`config.mk`:
```
export PLATFORM = sky130hd
export DESIGN_NAME = occupancy_emulator
export DESIGN_NICKNAME = d
export VERILOG_FILES = /design/src/rtl/occupancy_emulator.sv
export SDC_FILE = /design/constraint.sdc
export NUM_CORES = 1
export LEC_CHECK = 0
export BUFFER_PORTS_ARGS = -buffer_cell sky130_fd_sc_hd__buf_4
export CORE_MARGIN = 2
export CORE_UTILIZATION = 56
export DETAILED_ROUTE_END_ITERATION = 6
export MAX_ROUTING_LAYER = met4
export PLACE_DENSITY = 0.86
export REMOVE_ABC_BUFFERS = 1
export SLEW_MARGIN = 20
export SYNTH_ARGS = -nofsm -noshare
export SYNTH_HDL_FRONTEND = slang
export SYNTH_SLANG_ARGS = --single-unit
```
`constraint.sdc`:
```
create_clock -name clk -period 11.4 [get_ports clk]
set_clock_uncertainty 0.2 [all_clocks]
set_input_delay 1.71 -clock clk [delete_from_list [all_inputs] [get_ports clk]]
set_output_delay 1.71 -clock clk [all_outputs]
set_load 0.01 [all_outputs]
```
`src/rtl/occupancy_emulator.sv`:
```
module occupancy_emulator #(
  parameter int PIPE_LEN   = 192,
  parameter int PEAK_CAP   = 31,
  parameter int DECONV_CAP = 10,
  parameter int NUM_BOARDS = 4,
  parameter int LEN_W      = 8,
  parameter int HOLD_W     = 8,
  localparam int CW = $clog2(PEAK_CAP + 1),
  localparam int AW = $clog2(PIPE_LEN)
) (
  input  logic                  clk,
  input  logic                  rst_n,
  input  logic                  trig,
  input  logic                  deconv_mode,
  input  logic [LEN_W-1:0]      readout_len,
  input  logic [CW-1:0]         warn_level,
  input  logic [HOLD_W-1:0]     warn_hold,
  input  logic [NUM_BOARDS-1:0] ext_warn,
  input  logic [NUM_BOARDS-1:0] ext_busy,
  input  logic [NUM_BOARDS-1:0] ext_oos,
  input  logic [NUM_BOARDS-1:0] ext_error,
  output logic [CW-1:0]         occupancy,
  output logic                  ready,
  output logic                  warn,
  output logic                  busy,
  output logic                  error,
  output logic [2:0]            global_status,
  output logic                  addr_strobe,
  output logic [AW-1:0]         addr_out
);

  logic [CW-1:0]     occ, cap, wp, rp;
  logic [LEN_W-1:0]  rd_cnt, last;
  logic [AW-1:0]     ptr;
  logic [AW-1:0]     addr_q [2**CW];
  logic [HOLD_W-1:0] hold;
  logic              err_q, full, accept, done, near;

  assign cap    = deconv_mode ? CW'(DECONV_CAP) : CW'(PEAK_CAP);
  assign full   = occ >= cap;
  assign accept = trig && !full;
  assign last   = (readout_len == '0) ? '0 : readout_len - 1'b1;
  assign done   = (occ != '0) && (rd_cnt == last);
  assign near   = occ >= warn_level;

  always_ff @(posedge clk) begin
    if (!rst_n) begin
      occ    <= '0;
      rd_cnt <= '0;
      ptr    <= '0;
      wp     <= '0;
      rp     <= '0;
      hold   <= '0;
      err_q  <= 1'b0;
    end else begin
      occ    <= occ + CW'(accept) - CW'(done);
      rd_cnt <= (occ == '0 || done) ? '0 : rd_cnt + 1'b1;
      ptr    <= (ptr == AW'(PIPE_LEN - 1)) ? '0 : ptr + 1'b1;
      if (accept) wp <= wp + 1'b1;
      if (done) rp <= rp + 1'b1;
      if (trig && full) err_q <= 1'b1;
      if (near) hold <= warn_hold;
      else if (hold != '0) hold <= hold - 1'b1;
    end
  end

  always_ff @(posedge clk)
    if (accept) addr_q[wp] <= ptr;

  assign occupancy   = occ;
  assign busy        = full;
  assign warn        = near || (hold != '0);
  assign error       = err_q;
  assign ready       = !full && !warn && !err_q;
  assign addr_strobe = done;
  assign addr_out    = addr_q[rp];

  always_comb begin
    if (err_q || |ext_error)     global_status = 3'd4;
    else if (|ext_oos)           global_status = 3'd3;
    else if (full || |ext_busy)  global_status = 3'd2;
    else if (warn || |ext_warn)  global_status = 3'd1;
    else                         global_status = 3'd0;
  end

endmodule

```
---- After elaboration in Yosys (flattened, before gate mapping) ----
Memories as Yosys holds them, arrays and structs flattened. A register that Yosys moved wholly into a read port is not among the register bits.
Index checks and enable logic that the tools add are counted.
W data, S select, Z words.
cells by class
  add/sub/neg operators ................... 8
  order comparisons ....................... 2
  equal/unequal tests ..................... 2
  multiplexer cells ....................... 12
  bitwise logic cells ..................... 1
  reduce and logical (&&, ||, !) cells .... 24
operators with widths
  cell                   count
  $mux W8                3
  $add A8 B1 Y8 const B  2
  $reduce_or A4 Y1       4
  $sub A8 B1 Y8 const B  2
  $mux W5                3
  $add A5 B1 Y5 const B  2
  $ge A5 B5 Y1           2
  $eq A8 B8 Y1           1
  $eq A8 B8 Y1 const B   1
  $logic_not A8 Y1       1
  $reduce_bool A8 Y1     1
  $add A5 B1 Y5          1
  $logic_and A1 B1 Y1    5
  $logic_not A5 Y1       1
  $logic_or A1 B1 Y1     5
  $reduce_bool A5 Y1     1
  $sub A5 B1 Y5          1
  $mux W2                2
  $reduce_or A2 Y1       2
  $logic_not A1 Y1       3
  $mux W1                3
  $mux W3                1
  $reduce_bool A2 Y1     1
  $not A1 Y1             1
word-level totals
  flip-flop bits (word level) ............. 40
  RAM bits ................................ 256
  input port bits ......................... 41
  logic and storage cells ................. 57
  memories kept ........................... 1
memories
  memory  words  bits a word  read ports  clocked after memory_dff  wr ports  line  source
  addr_q  32     8            1           1                         1         35    logic [AW-1:0] addr_q [2**CW];

---- Depth between registers and ports, before layout ----
  depth in word-level cells ............... 7
  gate-level depth with buffers ........... 17
  depth with buffers taken out ............ 16

---- Least setup slack after synthesis ----
No wires, ideal clock.
  path kind ............................... in2out
  start ................................... in warn_level[0]
  end ..................................... out ready
  arrival ................................. 3717 ps
  setup slack ............................. 5773 ps
  stages on the path ...................... 9
  path buffers ............................ 1
  path through ............................ ha_1 nand2b_1 a21o_1 a21o_1 a21o_1 a21oi_1 buf_1 nand2_1 nor3_1
on the way
  cells in the longest elaborated chain, start to end .. 5
ends and longest elaborated chain
  element                            line  source
  from (decl)                        16    input logic [CW-1:0] warn_level,
  $ge A5 B5 Y1                       44    assign near = occ >= warn_level;
  $logic_or A1 B1 Y1                 72    assign warn = near || (hold != '0);
  via warn                           24    output logic warn,
  $logic_not A1 Y1                   74    assign ready = !full && !warn && !err_q;
  $logic_and A1 B1 Y1 (2 in series)  74
  to (decl)                          23    output logic ready,
The timed path passes the listed nets, and every way through them passes these cells.

---- Worst setup path in the final report ----
  start ................................... in readout_len[0]
  end ..................................... out addr_strobe
on the way
  cells in the longest elaborated chain, start to end .. 4
  elaborated cells on any way between the ends .. 5
  those cells by class .................... add/sub (1); eq/ne (1); mux (1); reduce/logical (2)
ends and longest elaborated chain
  element                                                   line  source
  from (decl)                                               15    input logic [LEN_W-1:0] readout_len,
  $sub A8 B1 Y8 / $logic_not A8 Y1 (equally long branches)  42    assign last = (readout_len == '0) ? '0 : readout_len - 1'b1;
  $mux W8 (*)                                               42
  $eq A8 B8 Y1 (*)                                          43    assign done = (occ != '0) && (rd_cnt == last);
  $logic_and A1 B1 Y1 (*)                                   43
  to (decl)                                                 28    output logic addr_strobe,
Every way passes the cells marked *; elsewhere a longest branch is shown, timed or not.

==> results.md <==
* Status: finished clean
* Minimum clock period at 6.010 ns
* P_sw at between 0.0005 and 0.0006 W
* Gpl congestion at approximately 0.80
* Asr flop ratio synth at 0
* WS Path Type: input port to output pin
* Synthesized area at between 10000 and 15000 um^2
* Critical path arrival at slightly above 4 ns
* Most frequent cell after synthesis: edfxtp_1
* Layout cells sized above 1 at 0.2754
* Post-DP HPWL at 15.45 mm
* Total power at around 0.0024 W
* Pre-CTS setup slack at roughly 5.4 ns
* Avg Inst Size Synth at 17.44 um^2
* Iter 0 DRT Violations at between 500 and 600
* Later-pin clock latency in the skew report at 0.53 ns
* Nets at around 850
* Global-route wire length before repair at roughly 40 mm
* Layout area overhead at 13.13%
* CP startpoint: readout_len[0]
* Startpoint Class: input port
* Vias in the first global route at roughly 6900
* Number of fill cells at ~1400
* CTS buffer count at 29
* Post-CTS setup buffers at 0
* Worst setup EP type: output pin
* Reg2reg setup slack at between 7 and 8 ns
* CP Max Fanout at 12
* Total gr overflow at 0
* # resized after CTS at 0
* Comb pwr share at 0.109
* Routed wire length per instance at ~24 um
* Die width at ~150 um
* Initial Util at 0.5705
* Antenna Cells at 0
* Die Y at around 150 um
* Post-route setup slack at 5.390 ns
* Clock slew at reported path FFs at around 0.06 ns
* Synthesized flop and latch total at between 300 and 400
* Max Freq at about 170 MHz
* GRT Total Usage at 0.2295
* Vias per inst at just over 6
* Switching part of the total power at 0.2321
* Final period utilization at 0.5272
* Placed instance count at 1033
* # setup viols final at 0
* Final Hold Violating Endpoints at 0
* Vias at ~6600
* Setup TNS at 0 ns
* Top_reg_cell synth: edfxtp_1
* Initial antenna violation count at 0
* Tightest Pin Transition at a little over 1 ns
* Synth Instances at 714
* Peak supply drop at 134.0 uV
* Hold WS at between 0.2 and 0.3 ns
* Synth top area share at 0.6175
* FP Rows at between 50 and 60
* P_leak at roughly 4.7 nW
* Req. time, crit path at ~9.5 ns
* WL final at 25.53 mm
* Die Area at around 23000 um^2
* Cell taking the most area after synthesis: edfxtp_1
* Top cells by count, synth: edfxtp_1, mux4_2, nor2_1, dfxtp_1, ha_1
* CTS tree: done
* Count of flip-flops with a built-in enable after synthesis at between 200 and 300
* Drt pass-1 iters at 5
* Power Density at roughly 170 nW/um^2
* Yosys warning total at 0
* Sequential area share after synthesis at 0.6898
* CTS H-tree depth at 1
* Total core area at between 20000 and 25000 um^2
* RSZ-0062 raised after global routing: no
* Root buffer selected by CTS: clkbuf_16
* Largest net degree at the start of global routing at 65
* Clk pwr share at 0.370
* # port buffers at a little over 60
* Boundary Pins at a little over 60
* Detail Route Antenna Nets at 0
* Post-CTS Hold Buffers at 0
* Fin. max-slew vios at 0
* Clock sink count at about 300
* Internal at between 0.0015 and 0.002 W
* Residual DRC at 0
* MaxCap Viol Count at 0
* Max_slew headroom at 0.3237
* Flop pwr share at 0.522
* Worst Hold Launch: rp[4]$_SDFFE_PN0N_
* Area contributors post-synth: edfxtp_1, mux4_2, dfxtp_1
* Hold crit path type: register to register
* Layout Cells excl Fill at between 1000 and 1500
* Maximum clock path buffer count at 3
* R2R Path Start: occupancy[0]$_SDFF_PN0_
* Netlist cell types at 55
-- per-stage QoR --
stage | util | instance area (um^2)
2_1_floorplan | - | 12320
3_3_place_gp | 0.6051 | 13210
3_5_place_dp | 0.6051 | 13210
4_1_cts | 0.6452 | 14080
5_1_grt | 0.6453 | 14080
6_report | 0.6453 | 14080
-- sequential cells by signal, indices dropped and copies added, names as in the netlist, named ones only --
register	cells
error	1
rp	5
wp	5
addr_q	256
hold	8
ptr	8
rd_cnt	8
occupancy	5
-- logic make-up after synthesis --
| logic type | share of synthesized area |
|---|---|
| AOI/OAI and AO/OA | 0.02412 |
| xor gates and xnor gates | 0.02111 |
| adders and majority gates | 0.02472 |
| buffers and inverters | 0.01698 |
| DFF | 0.6898 |
| muxes | 0.1576 |
| and+or+nand+nor | 0.06563 |
-- power groups by stage --
stage                     Clock (W)  Combinational (W)  Sequential, W
final                      0.000883           0.000259        0.00125
after global routing       0.000937           0.000293        0.00125
after CTS                  0.000895           0.000262        0.00125
after detailed placement          0           0.000258        0.00127
after floorplan                   0           0.000170        0.00127
after global placement            0           0.000251        0.00127
-- critical path, stage by stage --
cell	delay, ns
buf_4	0.11
inv_1	0.08
ha_1	0.24
nor4b_2	0.43
nand2_1	0.19
and3_1	0.21
o22a_1	0.17
o211ai_1	0.62
nor2_1	0.15
buf_4	0.19
-- path summary, 6_finish.rpt --
| check | endpoint | cells past startpoint |
|---|---|---|
| max | addr_strobe | 10 |
| min | register | 2 |
| max reg2reg | occupancy[4]$_SDFF_PN0_ | 15 |
| min reg2reg | register | 2 |
-- layout by cell type, fill, tap and decap left out, drive strengths merged, types with 3 or more instances in the layout --
cell	Yosys	layout
edfxtp	256	256
mux4	80	80
nor2	75	75
buf	12	70
dfxtp	45	45
clkbuf	19	43
inv	23	24
ha	23	23
nand2	19	19
xnor2	17	17
a21oi	15	15
nor3	14	14
xor2	13	13
nand3	9	9
mux2	8	8
and3	8	8
mux2i	7	7
clkinv	0	7
o21ai	7	7
nand3b	6	6
or3	6	6
a21o	4	4
nor4	4	4
nand2b	3	3
a31oi	3	3
and2	3	3
or3b	3	3
o31ai	3	3
or4	3	3
-- cell type report --
cell class	instances	area (um^2)	share of cell area
Clock buffer	43	815.8	0.05792
Clock inverter	10	58.81	0.004176
Inverter	23	86.33	0.006130
Multi-Input combinational cell	359	3650	0.2592
Sequential cell	301	8597	0.6104
Tap cell	280	350.3	0.02488
Timing Repair Buffer	70	525.5	0.03731
-- routing by layer --
metal | global-route usage | part of all wire
met1 | 0.3030 | 0.40
met4 | 0.07143 | 0.024
met2 | 0.3667 | 0.49
met3 | 0.04480 | 0.078
met5 | - | 0
Power figures use the tool's default switching activity.
